--- src/rtl/bfp_pkg.sv ---
package bfp_pkg;

    typedef enum logic {
        BFP_GROWTH = 1'b0,
        BFP_ALWAYS = 1'b1
    } bfp_mode_e;

    // Width of a counter that must hold every shift of a frame plus the pre-check.
    function automatic int exp_width(input int max_passes);
        return $clog2(max_passes + 2);
    endfunction

    // True when the sign bit and the guard bit below it disagree.
    function automatic logic guard_breached(input logic [1:0] top);
        return top[1] ^ top[0];
    endfunction

    typedef struct packed {
        logic shift;
        logic counts;
    } bfp_decision_t;

endpackage

--- src/rtl/bfp_growth_detect.sv ---
module bfp_growth_detect
    import bfp_pkg::*;
#(
    parameter int DATA_W = 16
) (
    input  logic              valid,
    input  logic [DATA_W-1:0] re,
    input  logic [DATA_W-1:0] im,
    output logic              grown
);
    localparam int PARTS = 2;

    logic [PARTS-1:0][DATA_W-1:0] parts;
    logic [PARTS-1:0]             breach;

    assign parts[0] = re;
    assign parts[1] = im;

    for (genvar p = 0; p < PARTS; p++) begin : g_part
        assign breach[p] = guard_breached(parts[p][DATA_W-1 -: 2]);
    end

    assign grown = valid & (|breach);

endmodule

--- src/rtl/bfp_growth_flag.sv ---
module bfp_growth_flag (
    input  logic clk,
    input  logic rst,
    input  logic clear_all,
    input  logic pass_start,
    input  logic grown,
    output logic pass_any
);
    logic flag_q;

    // Growth seen so far in the current pass, including this edge.
    assign pass_any = (pass_start ? 1'b0 : flag_q) | grown;

    always_ff @(posedge clk) begin
        if (rst || clear_all) flag_q <= 1'b0;
        else                  flag_q <= pass_any;
    end

    p_start_clears_r5: assert property (@(posedge clk) disable iff (rst)
        (pass_start && !grown && !clear_all) |=> !flag_q);

endmodule

--- src/rtl/bfp_exp_acc.sv ---
module bfp_exp_acc #(
    parameter int EXP_W = 4
) (
    input  logic             clk,
    input  logic             rst,
    input  logic             clear,
    input  logic             bump,
    output logic [EXP_W-1:0] exp_q
);
    localparam logic [EXP_W-1:0] EXP_MAX = '1;

    always_ff @(posedge clk) begin
        if (rst || clear)                  exp_q <= '0;
        else if (bump && exp_q != EXP_MAX) exp_q <= exp_q + 1'b1;
    end

    p_exp_step_r9: assert property (@(posedge clk) disable iff (rst)
        (!clear && bump && $past(1'b1)) |=>
            (exp_q == $past(exp_q) + 1'b1) || (exp_q == EXP_MAX));

    p_exp_idle_r6: assert property (@(posedge clk) disable iff (rst)
        (!clear && !bump) |=> $stable(exp_q));

endmodule

--- src/rtl/bfp_scale_ctrl.sv ---
module bfp_scale_ctrl
    import bfp_pkg::*;
#(
    parameter int DATA_W     = 16,
    parameter int MAX_PASSES = 11,
    parameter int EXP_W      = exp_width(MAX_PASSES)
) (
    input  logic              clk,
    input  logic              rst,
    input  logic              mode,
    input  logic              frame_start,
    input  logic              pass_start,
    input  logic              pass_end,
    input  logic              pre_check,
    input  logic              smp_valid,
    input  logic [DATA_W-1:0] smp_re,
    input  logic [DATA_W-1:0] smp_im,
    output logic              shift_next,
    output logic [EXP_W-1:0]  blk_exp
);
    bfp_mode_e     mode_e;
    logic          grown;
    logic          pass_any;
    bfp_decision_t dec;
    logic          shift_q;

    assign mode_e = bfp_mode_e'(mode);

    bfp_growth_detect #(.DATA_W(DATA_W)) u_detect (
        .valid (smp_valid),
        .re    (smp_re),
        .im    (smp_im),
        .grown (grown)
    );

    bfp_growth_flag u_flag (
        .clk        (clk),
        .rst        (rst),
        .clear_all  (frame_start),
        .pass_start (pass_start),
        .grown      (grown),
        .pass_any   (pass_any)
    );

    always_comb begin
        dec.counts = pass_end && !frame_start;
        unique case (mode_e)
            BFP_GROWTH: dec.shift = pass_any;
            BFP_ALWAYS: dec.shift = !pre_check;
            default:    dec.shift = 1'b0;
        endcase
    end

    always_ff @(posedge clk) begin
        if (rst || frame_start) shift_q <= 1'b0;
        else if (dec.counts)    shift_q <= dec.shift;
    end

    bfp_exp_acc #(.EXP_W(EXP_W)) u_exp (
        .clk   (clk),
        .rst   (rst),
        .clear (frame_start),
        .bump  (dec.counts && dec.shift),
        .exp_q (blk_exp)
    );

    assign shift_next = shift_q;

    p_hold_r6: assert property (@(posedge clk) disable iff (rst)
        (!pass_end && !frame_start) |=> $stable(shift_next));

    p_always_shift_r7: assert property (@(posedge clk) disable iff (rst)
        (pass_end && !frame_start && mode && !pre_check) |=> shift_next);

    p_precheck_fixed_r8: assert property (@(posedge clk) disable iff (rst)
        (pass_end && !frame_start && mode && pre_check) |=> !shift_next);

    p_frame_clear_r10: assert property (@(posedge clk) disable iff (rst)
        frame_start |=> (!shift_next && blk_exp == '0));

    p_growth_end_r3: assert property (@(posedge clk) disable iff (rst)
        (pass_end && !frame_start && !mode && smp_valid &&
         (smp_re[DATA_W-1] != smp_re[DATA_W-2])) |=> shift_next);

endmodule

--- config.mk ---
export PLATFORM = sky130hd
export DESIGN_NAME = bfp_scale_ctrl
export DESIGN_NICKNAME = d
export VERILOG_FILES = /design/src/rtl/bfp_pkg.sv /design/src/rtl/bfp_growth_detect.sv /design/src/rtl/bfp_growth_flag.sv /design/src/rtl/bfp_exp_acc.sv /design/src/rtl/bfp_scale_ctrl.sv
export SDC_FILE = /design/constraint.sdc
export NUM_CORES = 1
export LEC_CHECK = 0
export ABC_AREA = 1
export BUFFER_PORTS_ARGS = -buffer_cell sky130_fd_sc_hd__buf_2
export CORE_MARGIN = 2
export CORE_UTILIZATION = 28
export CTS_CLUSTER_SIZE = 16
export DETAILED_ROUTE_END_ITERATION = 8
export PLACE_DENSITY = 0.8
export SLEW_MARGIN = 25
export SYNTH_ARGS = -nofsm -noshare
export SYNTH_HDL_FRONTEND = slang
export SYNTH_SLANG_ARGS = --single-unit
--- constraint.sdc ---
create_clock -name clk -period 1 [get_ports clk]
set_input_delay 0.15 -clock clk [delete_from_list [all_inputs] [get_ports clk]]
set_output_delay 0.15 -clock clk [all_outputs]
set_load 0.01 [all_outputs]
Yosys cells after proc, flatten, opt, wreduce, memory -nomap -nowiden

Index checks and enable logic that the tools add are counted.

Register bits after elaboration: 6
Word-level logic and storage cells: 19
Output and inout bits: 5

Bitwise gates (word level): 5
Mux-type cells: 2
Reductions and logical operators: 7
Add/sub/neg operators: 1
Equality and inequality tests: 1

Operators by type and width:

| kind                                        | count |
|---|---|
| adder 4 x 1 -> 4 bit, second input constant | 1 |
| != test 4 bit, second input constant        | 1 |
| logical AND 1 bit                           | 3 |
| zero test 1 bit                             | 2 |
| one-hot mux 1 bit (2 select lines)          | 1 |
| OR reduction 2 bit                          | 1 |
| XOR 1 bit                                   | 2 |
| AND 1 bit                                   | 1 |
| logical OR 1 bit                            | 1 |
| 2-to-1 mux 1 bit                            | 1 |
| NOT 1 bit                                   | 1 |
| bitwise OR 1 bit                            | 1 |

Longest topological paths before layout

Gate-level depths: netlist of the first run.

Depth in word-level cells: 7
Mapped depth: 10
Depth with buffers taken out: 10

Modules after synthesis

A second synthesis of the first run with hierarchy kept.

Cells, all modules: 64
Area total of the unflattened synthesis: 394.1 µm²

Modules (own cells, without submodules):

| module            | area an instance (µm²) | cells an instance | seq. area each (µm²) | times used |
|---|---|---|---|---|
| bfp_exp_acc       | 219.0                  | 31                | 80.1                 | 1 |
| bfp_scale_ctrl    | 67.6                   | 12                | 20.0                 | 1 |
| bfp_growth_flag   | 57.6                   | 9                 | 20.0                 | 1 |
| bfp_growth_detect | 50.0                   | 12                | 0.0                  | 1 |

Worst setup path after synthesis of the first run

OpenSTA, ideal clock, no wires.

Path kind: reg-to-reg
From: register u_exp.exp_q[0]
To: register u_exp.exp_q[0]
Setup time: 0.113 ns
Path slack: -0.136 ns
Data required time: 0.887 ns
Clock period less this slack: 1.136 ns
Path buffers: 0
Cell stages (with the launch flop): 7
Data arrival time: 1.023 ns
Path through: dfxtp_1 -> ha_1 -> nand3_1 -> nand3_4 -> nand2_2 -> nand2_1 -> nor2_1

Longest elaborated chain between the ends: 2

Ends and longest elaborated chain:

| item                                                         | RTL line          | source |
|---|---|---|
| from (decl)                                                  | bfp_exp_acc.sv:8  | `output logic [EXP_W-1:0] exp_q` |
| from (signal assigned)                                       | bfp_exp_acc.sv:14 | `else if (bump && exp_q != EXP_MAX) exp_q <= exp_q + 1'b1;` |
| branches (longest 2 deep; another with adder 4 x 1 -> 4 bit) | n/a               |  |

Parallel ways; which one is timed is not known.
A chain may end at the register's enable or synchronous reset.

Final worst setup path of the first run

From: register u_exp.exp_q[1]
To: register u_exp.exp_q[2]

The elaborated chain is that of the path after synthesis.

==> metrics.md, run 1 <==
| Metric | Value |
|---|---|
| Ys async rst share | `0%` |
| CTS Buf Count | `3` |
| Max H-tree Level | `1` |
| Post-synth EDFFs | `0` |
| Critical path's slowest cell | `dfxtp_4` |
| Final ANT Viol Nets | `0` |
| Post-synth top area share | `31.2%` |
| Post-synthesis adder-cell area fraction | `under 10%` |
| WP data required | `between 1000 and 1500 ps` |
| Post-route clock period utilization | `between 90% and 100%` |
| Rel. slew slack | `about 86%` |
| Mux share of post-synthesis cell area | `0%` |
| Top layer in use | `met4` |
| Clock-pin slew on the worst setup and hold paths | `approximately 50 ps` |
| Drt total wl | `824 um` |
| Distinct cell type count after synthesis | `14` |
| Vias | `between 300 and 400` |
| Port-buffer cells | `16` |
| Layout cell share with drive strength beyond 1 | `about half` |
| Hold Path Class | `in2reg` |
| Global-route wire length before repair | `1390 um` |
| Most used cell, CP | `nand3_4` |
| Pin count of the biggest net entering global routing | `6` |
| Routed met1 length | `around 350 um` |
| Synth Cell Area | `385 um2` |
| RSZ-0062 raised after global routing | `yes` |
| Final Critical Period | `988 ps` |
| Cell Chain, Critical Path | `ha_4, nand3_4, nand3_4, nand2_1, a21oi_2` |
| DRC | `0` |
| Die height | `41.1 um` |
| DR iter-0 viols | `2` |
| Final Slew Violations | `0` |
| Die area | `1690 um2` |
| Syn. warnings | `0` |
| Simple logic cell fraction of the synthesized area | `about 42%` |
| Sequential cell area fraction in the yosys report | `31.2%` |
| Critical path class | `reg2reg` |
| Top Ports | `45` |
| Fin Hold WS | `between 100 and 150 ps` |
| CTS Buffer Depth | `2` |
| Top post-synthesis cells by area | `dfxtp_1, nand2_1, nand3_4, inv_1, a21oi_1` |
| Largest family of logic cells by synthesized area | `simple AND/OR/NAND/NOR gates` |
| TNS Setup | `0 ps` |
| Initial cell density of the core | `a little under 30%` |
| Setup crit end kind | `flop` |
| Yosys top cell by area | `dfxtp_1` |
| F_max | `between 1000 and 1500 MHz` |
| Mean area per synthesized cell | `7.56 um2` |
| Final hold vios | `0` |
| Initial antenna violation count | `0` |
| Post-synth net total | `slightly above 90` |
| Synth Instances | `51` |
| Count leader, synth | `nand2_1` |
| Pre-antenna DRT Iters | `2` |
| WP data arrival | `between 1000 and 1500 ps` |
| Layout area overhead | `43.8%` |
| GPL Wtd Cong | `0.673` |
| Root buf cell | `clkbuf_4` |
| WL met2 | `402 um` |
| Clk_lat worst skew | `around 250 ps` |
| Clock Skew | `~2 ps` |
| Die X | `between 40 and 50 um` |
| Core area | `1300 um2` |
| Number of max-cap violations | `0` |
| Hpwl dp | `642 um` |
| Endpoints failing setup | `0` |
| Worst vdd ir | `roughly 0.49 mV` |
| Pwr dens | `1020 nW/um2` |
| Diodes inserted | `0` |
| Commonest cells post-synth | `nand2_1, inv_1, dfxtp_1` |
| Std-Cell Rows | `13` |
| Total track usage | `12.8%` |
| Synth Flop Type | `dfxtp_1` |
| Slew @ Worst Pin | `213 ps` |
| DR WL met3 | `59 um` |
| CP max FO | `5` |
| Drt wl/cell | `just under 10 um` |
| Clock sinks | `6` |
| Via/cell ratio | `about 4.6` |
| Max incr delay on CP | `between 300 and 400 ps` |
| Xor-xnor portion of the synthesized cell area | `roughly 4.5%` |
| Final #Nets | `between 100 and 150` |
| CTS tree | `done` |
| Startpoint Class | `flop` |
| Post-synthesis compound-gate area fraction | `a little over a tenth` |
| Overflow after GRT | `0` |
| Leak | `~0.26 nW` |
| CTS Hold Bufs | `0` |
| Run status | `finished clean` |
| FF+latch count, synth | `6` |
| Number of global-route vias before repair | `about 350` |
state kept, by name (all words and copies together), names as in the netlist:
signal	count
u_flag.flag_q	1
u_exp.exp_q	4
shift_next	1
metrics by stage:
stage	setup WS [ps]	cell area (um2)	utilization, %	std cells	power [W]
2_1_floorplan	24.3	405	-	51	0.000307
3_3_place_gp	1.14	504	38.8	82	0.000341
3_5_place_dp	-41.4	504	38.8	82	0.000344
4_1_cts	-13.0	543	41.7	85	0.000572
5_1_grt	-61.0	554	42.6	85	0.000605
6_report	12.2	554	42.6	85	0.000566
critical path: cells and delay by family (launching register included):
kind / cells / cell delay [ps]
DFF: 1 / 370
and+or+nand+nor: 3 / 270
adders and majority gates: 1 / 150
AOI/OAI and AO/OA: 1 / 120
cells in the final DEF, fill, tap and decap left out, drive strengths merged:
cell type | synthesis | routed
a21oi | 6 | 6
buf | 0 | 16
clkbuf | 0 | 3
dfxtp | 6 | 6
ha | 1 | 1
inv | 9 | 9
nand2 | 17 | 17
nand3 | 4 | 4
nand4 | 3 | 3
nor2 | 3 | 3
xnor2 | 1 | 1
xor2 | 1 | 1
repair_timing:
| action | 4_1_cts | 5_1_grt |
|---|---|---|
| pin swaps | 2 | 4 |
| gates resized for setup | 5 | 5 |
| endpoints found under the setup margin | 4 | 5 |
| setup buffers | 0 | 0 |
| hold endpoints to repair | 0 | 0 |
final timing paths:
| kind | start | end | slack, ps | cells after the start |
|---|---|---|---|---|
| worst min-delay path | rst | u_exp.exp_q[0] | 130 | 4 |
| worst max register to register | u_exp.exp_q[1] | u_exp.exp_q[2] | 10 | 5 |
| worst min register to register | shift_next | shift_next | 470 | 2 |
| worst max-delay path | u_exp.exp_q[1] | u_exp.exp_q[2] | 10 | 5 |
kinds of logic after synthesis:
| family | Yosys count |
|---|---|
| buffers and inverters | 9 |
| AND/OR/NAND/NOR | 27 |
| flip-flops | 6 |
| XOR/XNOR | 2 |
| adder cells (fa/ha/maj) | 1 |
| AO/OA/AOI/OAI | 6 |
per-layer routing:
layer  vias to the layer above  global-route usage (%)
met3                         3                    3.26
li1                        201                       -
met4                         0                    9.68
met5                         -                       0
met2                        16                    20.3
met1                       171                    14.7
power breakdown:
group          total (W)  switching [W]  internal [W]  leakage, nW
combinational  0.0000911      0.0000527     0.0000385        0.193
clock           0.000233      0.0000965      0.000136       0.0138
sequential      0.000242     0.00000486      0.000237       0.0519
final cells by class:
class | instances | area, um2
clock buffer | 3 | 22.5
fill | 143 | 747
inverter | 9 | 33.8
multi-input combinational | 36 | 265
sequential | 6 | 134
tap | 15 | 18.8
timing repair buffer | 16 | 80.1
Note: power is estimated with default switching activity, not from simulation.
==> run 2: changes to the inputs <==
--- a/config.mk
+++ b/config.mk
@@ -5,13 +5,12 @@
 export SDC_FILE = /design/constraint.sdc
 export NUM_CORES = 1
 export LEC_CHECK = 0
-export ABC_AREA = 1
 export BUFFER_PORTS_ARGS = -buffer_cell sky130_fd_sc_hd__buf_2
-export CORE_MARGIN = 2
-export CORE_UTILIZATION = 28
+export CORE_AREA = 2 2 39 41
 export CTS_CLUSTER_SIZE = 16
 export DETAILED_ROUTE_END_ITERATION = 8
-export PLACE_DENSITY = 0.8
+export DIE_AREA = 0 0 41 43
+export PLACE_DENSITY = 0.76
 export SLEW_MARGIN = 25
 export SYNTH_ARGS = -nofsm -noshare
 export SYNTH_HDL_FRONTEND = slang
==> run 2 against run 1 <==
Against the previous run:
- the run now ends with setup timing left
- clock-buffer cell count stayed put
- core utilization fell by 4.4 points
- largest power group unchanged
- clock skew is 4.6 ps higher
- sequential share of layout area decreased by 0.75 points
==> metrics.md, run 2 <==
| Metric | Value |
|---|---|
| Delay-heaviest family, CP | `simple AND/OR/NAND/NOR gates` |
| Combinational Power Share | `between 10% and 20%` |
| Std-Cell Rows | `14` |
| Non-Filler Instances | `between 70 and 80` |
| Number of max-cap violations | `0` |
| CTS Buffer Depth | `2` |
| Core area | `1380 um2` |
| Critical path startpoint | `u_flag.flag_q` |
| Die X | `41 um` |
| Internal power | `approximately 0.00044 W` |
| Post CTS Setup Buffer Count | `0` |
| P_sw | `between 0.0001 and 0.00015 W` |
| DRC | `0` |
| Clock Skew | `about 6.6 ps` |
| GPL Wtd Cong | `roughly 0.76` |
| Multi-input gate area | `roughly 210 um2` |
| Clock-pin slew on the worst setup and hold paths | `50 ps` |
| Final hold vios | `0` |
| Initial cell density of the core | `around 22%` |
| Run status | `complete, but fails checks` |
| Final Slew Violations | `0` |
| Largest register FFs | `4` |
| Hold Path Class | `in2reg` |
| Worst reg2reg startpoint | `u_flag.flag_q` |
| Drt total wl | `about 800 um` |
| Count leader, synth | `dfxtp_1` |
| Root buf cell | `clkbuf_4` |
| Startpoint Class | `flop` |
| WP data arrival | `1300 ps` |
| Drt wl/cell | `10.6 um` |
| Sequential cell area fraction in the yosys report | `38.9%` |
| Cell Chain, Critical Path | `nor2b_4, o31a_1, and4_4, nor4_2` |
| Pin count of the biggest net entering global routing | `6` |
| Sw frac | `between 20% and 30%` |
| Final Critical Period | `approximately 1100 ps` |
| Final ANT Viol Nets | `0` |
| RSZ-0062 raised after global routing | `yes` |
| Top Ports | `45` |
| Syn. warnings | `0` |
| CP Buf/Inv Count | `0` |
| Die area | `approximately 1800 um2` |
| Synth Flop Type | `dfxtp_1` |
| Endpoints failing setup | `5` |
| Most frequent cells in the layout | `buf_2, buf_4, nand2_1` |
| Placed Cells | `73` |
| Vias | `339` |
| CP max FO | `5` |
| Storage cell area | `around 120 um2` |
| Distinct cell type count after synthesis | `20` |
| Layout cell share with drive strength beyond 1 | `58.3%` |
| Max H-tree Level | `1` |
| Post-route clock period utilization | `113%` |
| Layout fillers | `roughly 160` |
| Yosys top cell by area | `dfxtp_1` |
| Share of power burned in registers | `between 40% and 50%` |
| Fin Hold WS | `roughly 100 ps` |
| DP Area | `478 um2` |
| Rel. slew slack | `between 80% and 90%` |
| Number of global-route vias before repair | `about 320` |
| DR iter-0 viols | `1` |
| Final #Nets | `between 100 and 150` |
| Mean area per synthesized cell | `a little over 9 um2` |
| TNS Setup | `-489 ps` |
| Worst vdd ir | `0.812 mV` |
| Violations in the final reports | `setup timing` |
| Commonest cells post-synth | `dfxtp_1, nand2_1, a21oi_1, mux2i_1, xnor2_1` |
| Pwr dens | `between 1000 and 1500 nW/um2` |
| Port-buffer cells | `16` |
| F_max | `887 MHz` |
| Slew @ Worst Pin | `approximately 220 ps` |
| Worst setup margin | `-128 ps` |
| Overflow after GRT | `0` |
| Clock Power Share | `41.2%` |
| Min-delay src | `rst` |
| Reg with most FFs | `u_exp.exp_q` |
| Via/cell ratio | `approximately 4.5` |
| Synth Cell Area | `~310 um2` |
| Post-synth net total | `75` |
| Critical path class | `reg2reg` |
| Critical path's slowest cell | `dfxtp_2` |
| Post-synth EDFFs | `0` |
| Global-route wire length before repair | `1300 um` |
| Hpwl dp | `slightly below 600 um` |
| CTS Buf Count | `3` |
| Synth Instances | `34` |
| Post-route cell area | `529 um2` |
| CTS tree | `done` |
| Leak | `roughly 0.26 nW` |
| Clk_lat worst skew | `260 ps` |
| Ys async rst share | `0%` |
| Max incr delay on CP | `310 ps` |
| Clock sinks | `6` |
| FF+latch count, synth | `6` |
| Setup crit end kind | `flop` |
| Diodes inserted | `0` |
| Layout area overhead | `71.3%` |
| WP data required | `around 1200 ps` |
| Initial antenna violation count | `0` |
| Top post-synthesis cells by area | `dfxtp_1, mux2i_1, nand2_1, xnor2_1, a21oi_1` |
| CTS Hold Bufs | `0` |
| Tot Pwr | `around 0.00058 W` |
| Die height | `43 um` |
| Pre-antenna DRT Iters | `2` |
| Post-synth top area share | `about 39%` |
| Most common cell after layout, fill and taps aside | `buf_2` |
| Total track usage | `12.1%` |
run 2: changes by cell type after synthesis, moves of 2 or more:
cell | before | now
inv_1 | 9 | 1
nor2_1 | 3 | 1
nand2_2 | 2 | 0
mux2i_1 | 0 | 3
a21oi_1 | 5 | 3
nand2_1 | 14 | 5
nand4_1 | 3 | 1
nand3_4 | 2 | 0
run 2: worst register-to-register path, delay by kind of cell (launching register included):
kind / cells / cell delay (ps)
AND/OR/NAND/NOR: 3 / 430
AO/OA/AOI/OAI: 1 / 310
flip-flops: 1 / 310
run 2: kinds of logic (layout without fill, tap and decap cells):
logic type | count (synthesis) | in the layout | share of synthesized area (%)
compound gates | 7 | 7 | 14.2
xor+xnor | 2 | 2 | 5.67
fa+ha+maj | 1 | 1 | 4.05
buf+inv | 1 | 27 | 1.21
flops | 6 | 6 | 38.9
mux | 3 | 3 | 9.72
simple gates | 14 | 14 | 26.3
run 2: stage by stage:
stage / utilization [%] / setup WS, ps
floorplan: - / -51.6
global placement: 34.5 / -231
detailed placement: 34.5 / -257
CTS: 36.8 / -120
global route: 38.2 / -196
finish: 38.2 / -128
run 2: repair_timing:
action / 4_1_cts / 5_1_grt
gates resized for setup: 3 / 5
setup endpoints to repair: 5 / 8
pin swaps: 0 / 1
hold endpoints to repair: 0 / 0
run 2: power groups by stage:
| stage | Combinational [W] | Sequential [W] | Clock, W |
|---|---|---|---|
| floorplan | 0.0000360 | 0.000252 | 0 |
| global placement | 0.0000860 | 0.000251 | 0 |
| detailed placement | 0.0000886 | 0.000251 | 0 |
| CTS | 0.0000919 | 0.000247 | 0.000246 |
| global route | 0.000104 | 0.000247 | 0.000268 |
| finish | 0.0000947 | 0.000247 | 0.000239 |
run 2: area by class of cell:
type,instances,share of cell area (%)
multi-input combinational,27,39.7
timing repair buffer,23,28.1
sequential,6,23.4
clock buffer,3,4.26
tap,16,3.78
inverter,1,0.709
run 2: final timing paths:
kind                                       end  slack [ps]  cells past startpoint
worst max-delay path            u_exp.exp_q[2]        -130                      4
worst min-delay path            u_exp.exp_q[2]         100                      2
worst max register to register  u_exp.exp_q[2]        -130                      4
worst min register to register  u_exp.exp_q[3]         500                      2
run 2: layer usage:
| metal | GRT usage [%] | part of all wire [%] | up-vias |
|---|---|---|---|
| met5 | 0 | 0 | - |
| met4 | 6.00 | 1.0 | 0 |
| met3 | 9.42 | 9.7 | 2 |
| met2 | 16.6 | 45 | 13 |
| met1 | 13.0 | 44 | 149 |
| li1 | - | - | 175 |
